File: src/rtl/cct_pkg.sv
package cct_pkg;

    localparam int CTRL_W = 8;
    localparam logic [CTRL_W-1:0] CTRL_MASK = 8'h77;

    typedef enum logic [2:0] {
        MD_OFF    = 3'b000,
        MD_CLR    = 3'b001,
        MD_SET    = 3'b010,
        MD_TGL    = 3'b011,
        MD_CAPOFF = 3'b100,
        MD_RISE   = 3'b101,
        MD_FALL   = 3'b110,
        MD_BOTH   = 3'b111
    } gr_mode_e;

    typedef enum logic [1:0] {
        SEL_CTRL = 2'd0,
        SEL_GRA  = 2'd1,
        SEL_GRB  = 2'd2,
        SEL_CNT  = 2'd3
    } reg_sel_e;

    typedef struct packed {
        logic rise;
        logic fall;
    } edge_t;

    function automatic logic is_capture(input gr_mode_e m);
        return m[2];
    endfunction

    function automatic logic edge_hit(input gr_mode_e m, input edge_t e);
        case (m)
            MD_RISE: return e.rise;
            MD_FALL: return e.fall;
            MD_BOTH: return e.rise | e.fall;
            default: return 1'b0;
        endcase
    endfunction

endpackage

File: src/rtl/cct_edge_sync.sv
module cct_edge_sync
    import cct_pkg::*;
(
    input  logic  clk,
    input  logic  rst,
    input  logic  din,
    output edge_t edges
);
    logic s1_q, s2_q, s3_q;

    always_ff @(posedge clk) begin
        if (rst) begin
            s1_q <= 1'b0;
            s2_q <= 1'b0;
            s3_q <= 1'b0;
        end else begin
            s1_q <= din;
            s2_q <= s1_q;
            s3_q <= s2_q;
        end
    end

    assign edges.rise = s2_q & ~s3_q;
    assign edges.fall = ~s2_q & s3_q;


    sync_delay_chk: assert property (@(posedge clk) disable iff (rst)
        edges.rise |-> $past(s1_q));

endmodule

File: src/rtl/cct_channel.sv
module cct_channel
    import cct_pkg::*;
#(
    parameter int W = 16
) (
    input  logic         clk,
    input  logic         rst,
    input  gr_mode_e     mode,
    input  logic [W-1:0] cnt,
    input  logic         cap_in,
    input  logic         gr_wr,
    input  logic [W-1:0] gr_wdata,
    output logic [W-1:0] gr,
    output logic         pin
);
    edge_t edges;
    logic  match;
    logic  cap_hit;
    logic  pin_q;
    logic [W-1:0] gr_q;

    cct_edge_sync u_sync (
        .clk   (clk),
        .rst   (rst),
        .din   (cap_in),
        .edges (edges)
    );

    assign match   = !is_capture(mode) && (cnt == gr_q);
    assign cap_hit = edge_hit(mode, edges);

    always_ff @(posedge clk) begin
        if (rst)          gr_q <= '1;
        else if (gr_wr)   gr_q <= gr_wdata;
        else if (cap_hit) gr_q <= cnt;
    end

    always_ff @(posedge clk) begin
        if (rst) begin
            pin_q <= 1'b0;
        end else begin
            case (mode)
                MD_CLR:  if (match) pin_q <= 1'b0;
                MD_SET:  if (match) pin_q <= 1'b1;
                MD_TGL:  if (match) pin_q <= ~pin_q;
                default: pin_q <= 1'b0;
            endcase
        end
    end

    assign gr  = gr_q;
    assign pin = pin_q;


    off_low_chk: assert property (@(posedge clk) disable iff (rst)
        (mode == MD_OFF) |=> !pin);


    set_match_chk: assert property (@(posedge clk) disable iff (rst)
        (mode == MD_SET && cnt == gr) |=> pin);


    clr_match_chk: assert property (@(posedge clk) disable iff (rst)
        (mode == MD_CLR && cnt == gr) |=> !pin);


    tgl_match_chk: assert property (@(posedge clk) disable iff (rst)
        (mode == MD_TGL && cnt == gr) |=> (pin != $past(pin)));


    cap_pin_low_chk: assert property (@(posedge clk) disable iff (rst)
        mode[2] |=> !pin);


    cap_load_chk: assert property (@(posedge clk) disable iff (rst)
        (cap_hit && !gr_wr) |=> (gr == $past(cnt)));


    wr_prio_chk: assert property (@(posedge clk) disable iff (rst)
        gr_wr |=> (gr == $past(gr_wdata)));


    cap_off_chk: assert property (@(posedge clk) disable iff (rst)
        (mode == MD_CAPOFF && !gr_wr) |=> $stable(gr));

endmodule

File: src/rtl/cct_timer.sv
module cct_timer
    import cct_pkg::*;
#(
    parameter int W = 16
) (
    input  logic         clk,
    input  logic         rst,
    input  logic         stby,
    input  logic         bus_wr,
    input  logic [2:0]   bus_addr,
    input  logic [W-1:0] bus_wdata,
    output logic [W-1:0] bus_rdata,
    input  logic         cap_a,
    input  logic         cap_b,
    output logic         pin_a,
    output logic         pin_b
);
    localparam int NCH = 2;

    reg_sel_e           sel;
    logic               wr_ok;
    logic [CTRL_W-1:0]  ctrl_q;
    logic [W-1:0]       cnt_q;
    gr_mode_e           mode  [NCH];
    logic [W-1:0]       gr    [NCH];
    logic [NCH-1:0]     cap_v;
    logic [NCH-1:0]     pin_v;

    assign sel   = reg_sel_e'(bus_addr[2:1]);
    assign wr_ok = bus_wr && !bus_addr[0];
    assign cap_v = {cap_b, cap_a};

    always_ff @(posedge clk) begin
        if (rst || stby)                     ctrl_q <= '0;
        else if (wr_ok && sel == SEL_CTRL)   ctrl_q <= bus_wdata[CTRL_W-1:0] & CTRL_MASK;
    end

    always_ff @(posedge clk) begin
        if (rst)                             cnt_q <= '0;
        else if (wr_ok && sel == SEL_CNT)    cnt_q <= bus_wdata;
        else                                 cnt_q <= cnt_q + 1'b1;
    end

    assign mode[0] = gr_mode_e'(ctrl_q[2:0]);
    assign mode[1] = gr_mode_e'(ctrl_q[6:4]);

    for (genvar g = 0; g < NCH; g++) begin : g_ch
        localparam reg_sel_e MY_SEL = (g == 0) ? SEL_GRA : SEL_GRB;
        cct_channel #(.W(W)) u_ch (
            .clk      (clk),
            .rst      (rst),
            .mode     (mode[g]),
            .cnt      (cnt_q),
            .cap_in   (cap_v[g]),
            .gr_wr    (wr_ok && sel == MY_SEL),
            .gr_wdata (bus_wdata),
            .gr       (gr[g]),
            .pin      (pin_v[g])
        );
    end

    always_comb begin
        case (sel)
            SEL_CTRL: bus_rdata = {{(W-CTRL_W){1'b0}}, ctrl_q};
            SEL_GRA:  bus_rdata = gr[0];
            SEL_GRB:  bus_rdata = gr[1];
            default:  bus_rdata = cnt_q;
        endcase
    end

    assign pin_a = pin_v[0];
    assign pin_b = pin_v[1];


    cnt_step_chk: assert property (@(posedge clk) disable iff (rst)
        !(wr_ok && sel == SEL_CNT) |=> (cnt_q == $past(cnt_q) + 1'b1));


    stby_clear_chk: assert property (@(posedge clk) disable iff (rst)
        stby |=> (ctrl_q == '0));


    rsvd_zero_chk: assert property (@(posedge clk) disable iff (rst)
        (wr_ok && sel == SEL_CTRL && !stby) |=>
            (ctrl_q[7] == 1'b0 && ctrl_q[3] == 1'b0 && ctrl_q[2:0] == $past(bus_wdata[2:0])));

endmodule

File: config.mk
export PLATFORM = sky130hd
export DESIGN_NAME = cct_timer
export DESIGN_NICKNAME = d
export VERILOG_FILES = /design/src/rtl/cct_pkg.sv /design/src/rtl/cct_edge_sync.sv /design/src/rtl/cct_channel.sv /design/src/rtl/cct_timer.sv
export SDC_FILE = /design/constraint.sdc
export NUM_CORES = 1
export LEC_CHECK = 0
export BUFFER_PORTS_ARGS = -buffer_cell sky130_fd_sc_hd__buf_2
export CAP_MARGIN = 20
export CORE_MARGIN = 5
export CORE_UTILIZATION = 41
export DETAILED_ROUTE_END_ITERATION = 16
export PLACE_DENSITY_LB_ADDON = 0.15
export SYNTH_ARGS = -nofsm -noshare
export SYNTH_HDL_FRONTEND = slang
export SYNTH_HIERARCHICAL = 1
export SYNTH_SLANG_ARGS = --single-unit
File: constraint.sdc
create_clock -name clk -period 4.1 [get_ports clk]
set_input_delay 0.205 -clock clk [delete_from_list [all_inputs] [get_ports clk]]
set_output_delay 0.205 -clock clk [all_outputs]
set_load 0.03 [all_outputs]
==> impl_metrics.py <==
metrics = {
    "status": {
        "status": "completed",
    },
    "sta": {
        "tns_ps": 0,
        "setup_viol": 0,
        "drv_slew": 0,
        "fmax_ghz": 0.4889,
        "tightest_slew_ps": 803.4,
        "period_share_pct": 49.88,
        "relSlewSlack_pct": 46.33,
        "rsz0062_at_grt": "false",
        "min_period_ps": 2045,
        "skew_ps": 12.44,
        "worst_slack_ps": 2055,
        "hold_viol_final": 0,
    },
    "synth": {
        "ys_warn_count": 6,
        "yosysSeqAreaShare_pct": 32.30,
        "yosysTopAreaCell": "dfxtp_1",
        "yosys-top-cells-area": "dfxtp_1 32%, mux2i_1 10%, xnor2_1 9.8%",
        "ys_seq_elements": 62,
        "netlist_area_um2": 3842,
        "async_flop_share_pct": 0,
        "synth_area_per_cell_um2": 10.67,
        "synth_edf_count": 0,
        "syn_nets": 386,
        "ys_types": 38,
        "synth-main-ff-cell": "dfxtp_1",
        "synth_cells": 360,
        "synth_top_area_share_pct": 32.30,
    },
    "floorplan": {
        "ios": 43,
        "die_h_um": 106.8,
        "initial_core_util_pct": 41.78,
        "rows": 35,
        "die_w_um": 106.8,
        "dieArea_um2": 11410,
        "core_region_area_um2": 9196,
    },
    "power_and_ir_drop": {
        "p_leak_nw": 1.575,
        "power_density_nw_per_um2": 310.4,
        "peakVddDrop_mv": 0.1440,
    },
    "clock_network": {
        "cts_root_buf": "clkbuf_8",
        "clkSinkCount": 62,
        "h-tree-depth": 3,
        "clk_path_buf_depth": 2,
        "cts_tree": "yes",
        "post-cts-setup-buffers": 0,
        "cts_buffers": 9,
        "clkLatencyLatePin_ps": 340,
        "clk_pin_slew_ps": 70,
        "ctsHoldBuffers": 0,
        "cts_resized": 0,
    },
    "placement": {
        "port_buffers": 42,
        "gp_congestion": 0.7401,
        "hpwlAfterDp_um": 6673,
        "dp_slack_ps": 1873,
    },
    "global_route": {
        "grt_pass1_wl_um": 15700,
        "antenna_found_initial": 0,
        "grt_overflow_total": 0,
        "grt_max_degree": 42,
        "grt_pass1_vias": 2874,
        "grt_util_all_layers_pct": 17.62,
    },
    "worst_setup_path": {
        "critical_path.startpoint_type": "primary input",
        "cp_max_fo": 21,
        "critical_path_required_ps": 3890,
        "crit_type": "primary input to output port",
        "critPathCaptureType": "output port",
        "worstPathArrival_ps": 1840,
    },
    "flow_run": {
        "drv_cap": 0,
    },
    "route": {
        "drtAntennaViolNets": 0,
        "wl_per_cell_um": 18.87,
        "drt-total-wl_um": 9681,
        "avgViaCountPerCell": 5.400,
        "drtIter0Drc": 144,
        "firstDrtPassIters": 4,
        "vias": 2770,
        "drcViolationCount": 0,
    },
    "final_layout": {
        "final_nets": 423,
        "mostFrequentLayoutCells": "62 x dfxtp_1, 43 x xnor2_1, 42 x buf_2",
        "syn2layout_area_growth_pct": 11.43,
        "final_layout_size_suffix_gt1_share_pct": 32.59,
        "antennaDiodeCount": 0,
        "mostFrequentLayoutCell": "dfxtp_1",
    },
    "hold_path": {
        "hold_path_class": "primary input to register",
    },
}
layer usage:
layer  vias up  share of wire (%)  global-route usage, %
li1       1371                  -                      -
met1      1344                 50                  24.98
met2        48                 46                  27.11
met3         7                3.6                  4.214
met4         0               0.67                  4.018
met5         -                  0                      0
cells by family after synthesis:
family / share of synthesized area, %
buffers and inverters: 3.354
adder cells (fa/ha/maj): 0.3256
XOR/XNOR: 10.03
multiplexers: 27.94
flip-flops: 32.30
AND/OR/NAND/NOR: 18.10
AO/OA/AOI/OAI: 7.945
registers in the layout (all words and copies together) (netlist names):
signal                 flops
cnt_q                     16
ctrl_q                     6
g_ch.u_ch/gr              32
g_ch.u_ch/pin              2
g_ch.u_ch/u_sync/s1_q      2
g_ch.u_ch/u_sync/s2_q      2
g_ch.u_ch/u_sync/s3_q      2
path summary, 6_finish.rpt:
path / from / end / slack, ps / cells after the start
hold reg to reg: g_ch[0].u_ch/u_sync/s1_q / g_ch[0].u_ch/u_sync/s2_q / 440 / 1
setup reg to reg: cnt_q[0] / cnt_q[14] / 2180 / 5
hold / removal: cap_b / g_ch[1].u_ch/u_sync/s1_q / 80 / 2
setup / recovery: bus_addr[1] / bus_rdata[7] / 2050 / 4
worst max-delay path: stages:
cell,delay [ps]
buf_2,440
nor2b_1,720
a22o_1,270
buf_2,200
per-stage QoR:
step	util, %	hold slack, ps	total power, mW	cells	instance area [um^2]
global route	46.56	88.57	1.388	513	4282
CTS	46.56	67.70	1.346	513	4282
finish	46.56	80.40	1.329	513	4282
global placement	44.73	416.9	0.8661	497	4114
detailed placement	44.73	425.5	0.8675	497	4114
floorplan	-	276.6	0.8015	360	3842
cell usage after synthesis (3+ instances only):
cell,instances
inv_1,3
nor2b_1,11
a22o_1,10
nor4_2,6
nor3_1,3
buf_1,4
mux2_2,21
nand4_1,11
mux2_4,20
mux2i_1,39
nand2b_1,33
a211oi_1,9
xnor2_1,43
nor2_1,24
a211oi_2,6
mux4_2,6
o21ai_0,4
dfxtp_1,62
nand3_1,5
clkbuf_1,10
power by group:
group	switching, mW	internal, mW
sequential	0.0323	0.620
clock	0.243	0.233
combinational	0.110	0.0912
cell type report:
class / instances / area [um^2]
fillers: 866 / 4915
multi-input cells: 275 / 2482
flip-flops and latches: 62 / 1241
repair buffers: 46 / 240.2
clock buffers: 12 / 145.1
well taps: 111 / 138.9
clock inverters: 4 / 22.52
inverters: 3 / 11.26
Note: power is estimated with default switching activity, not from simulation.
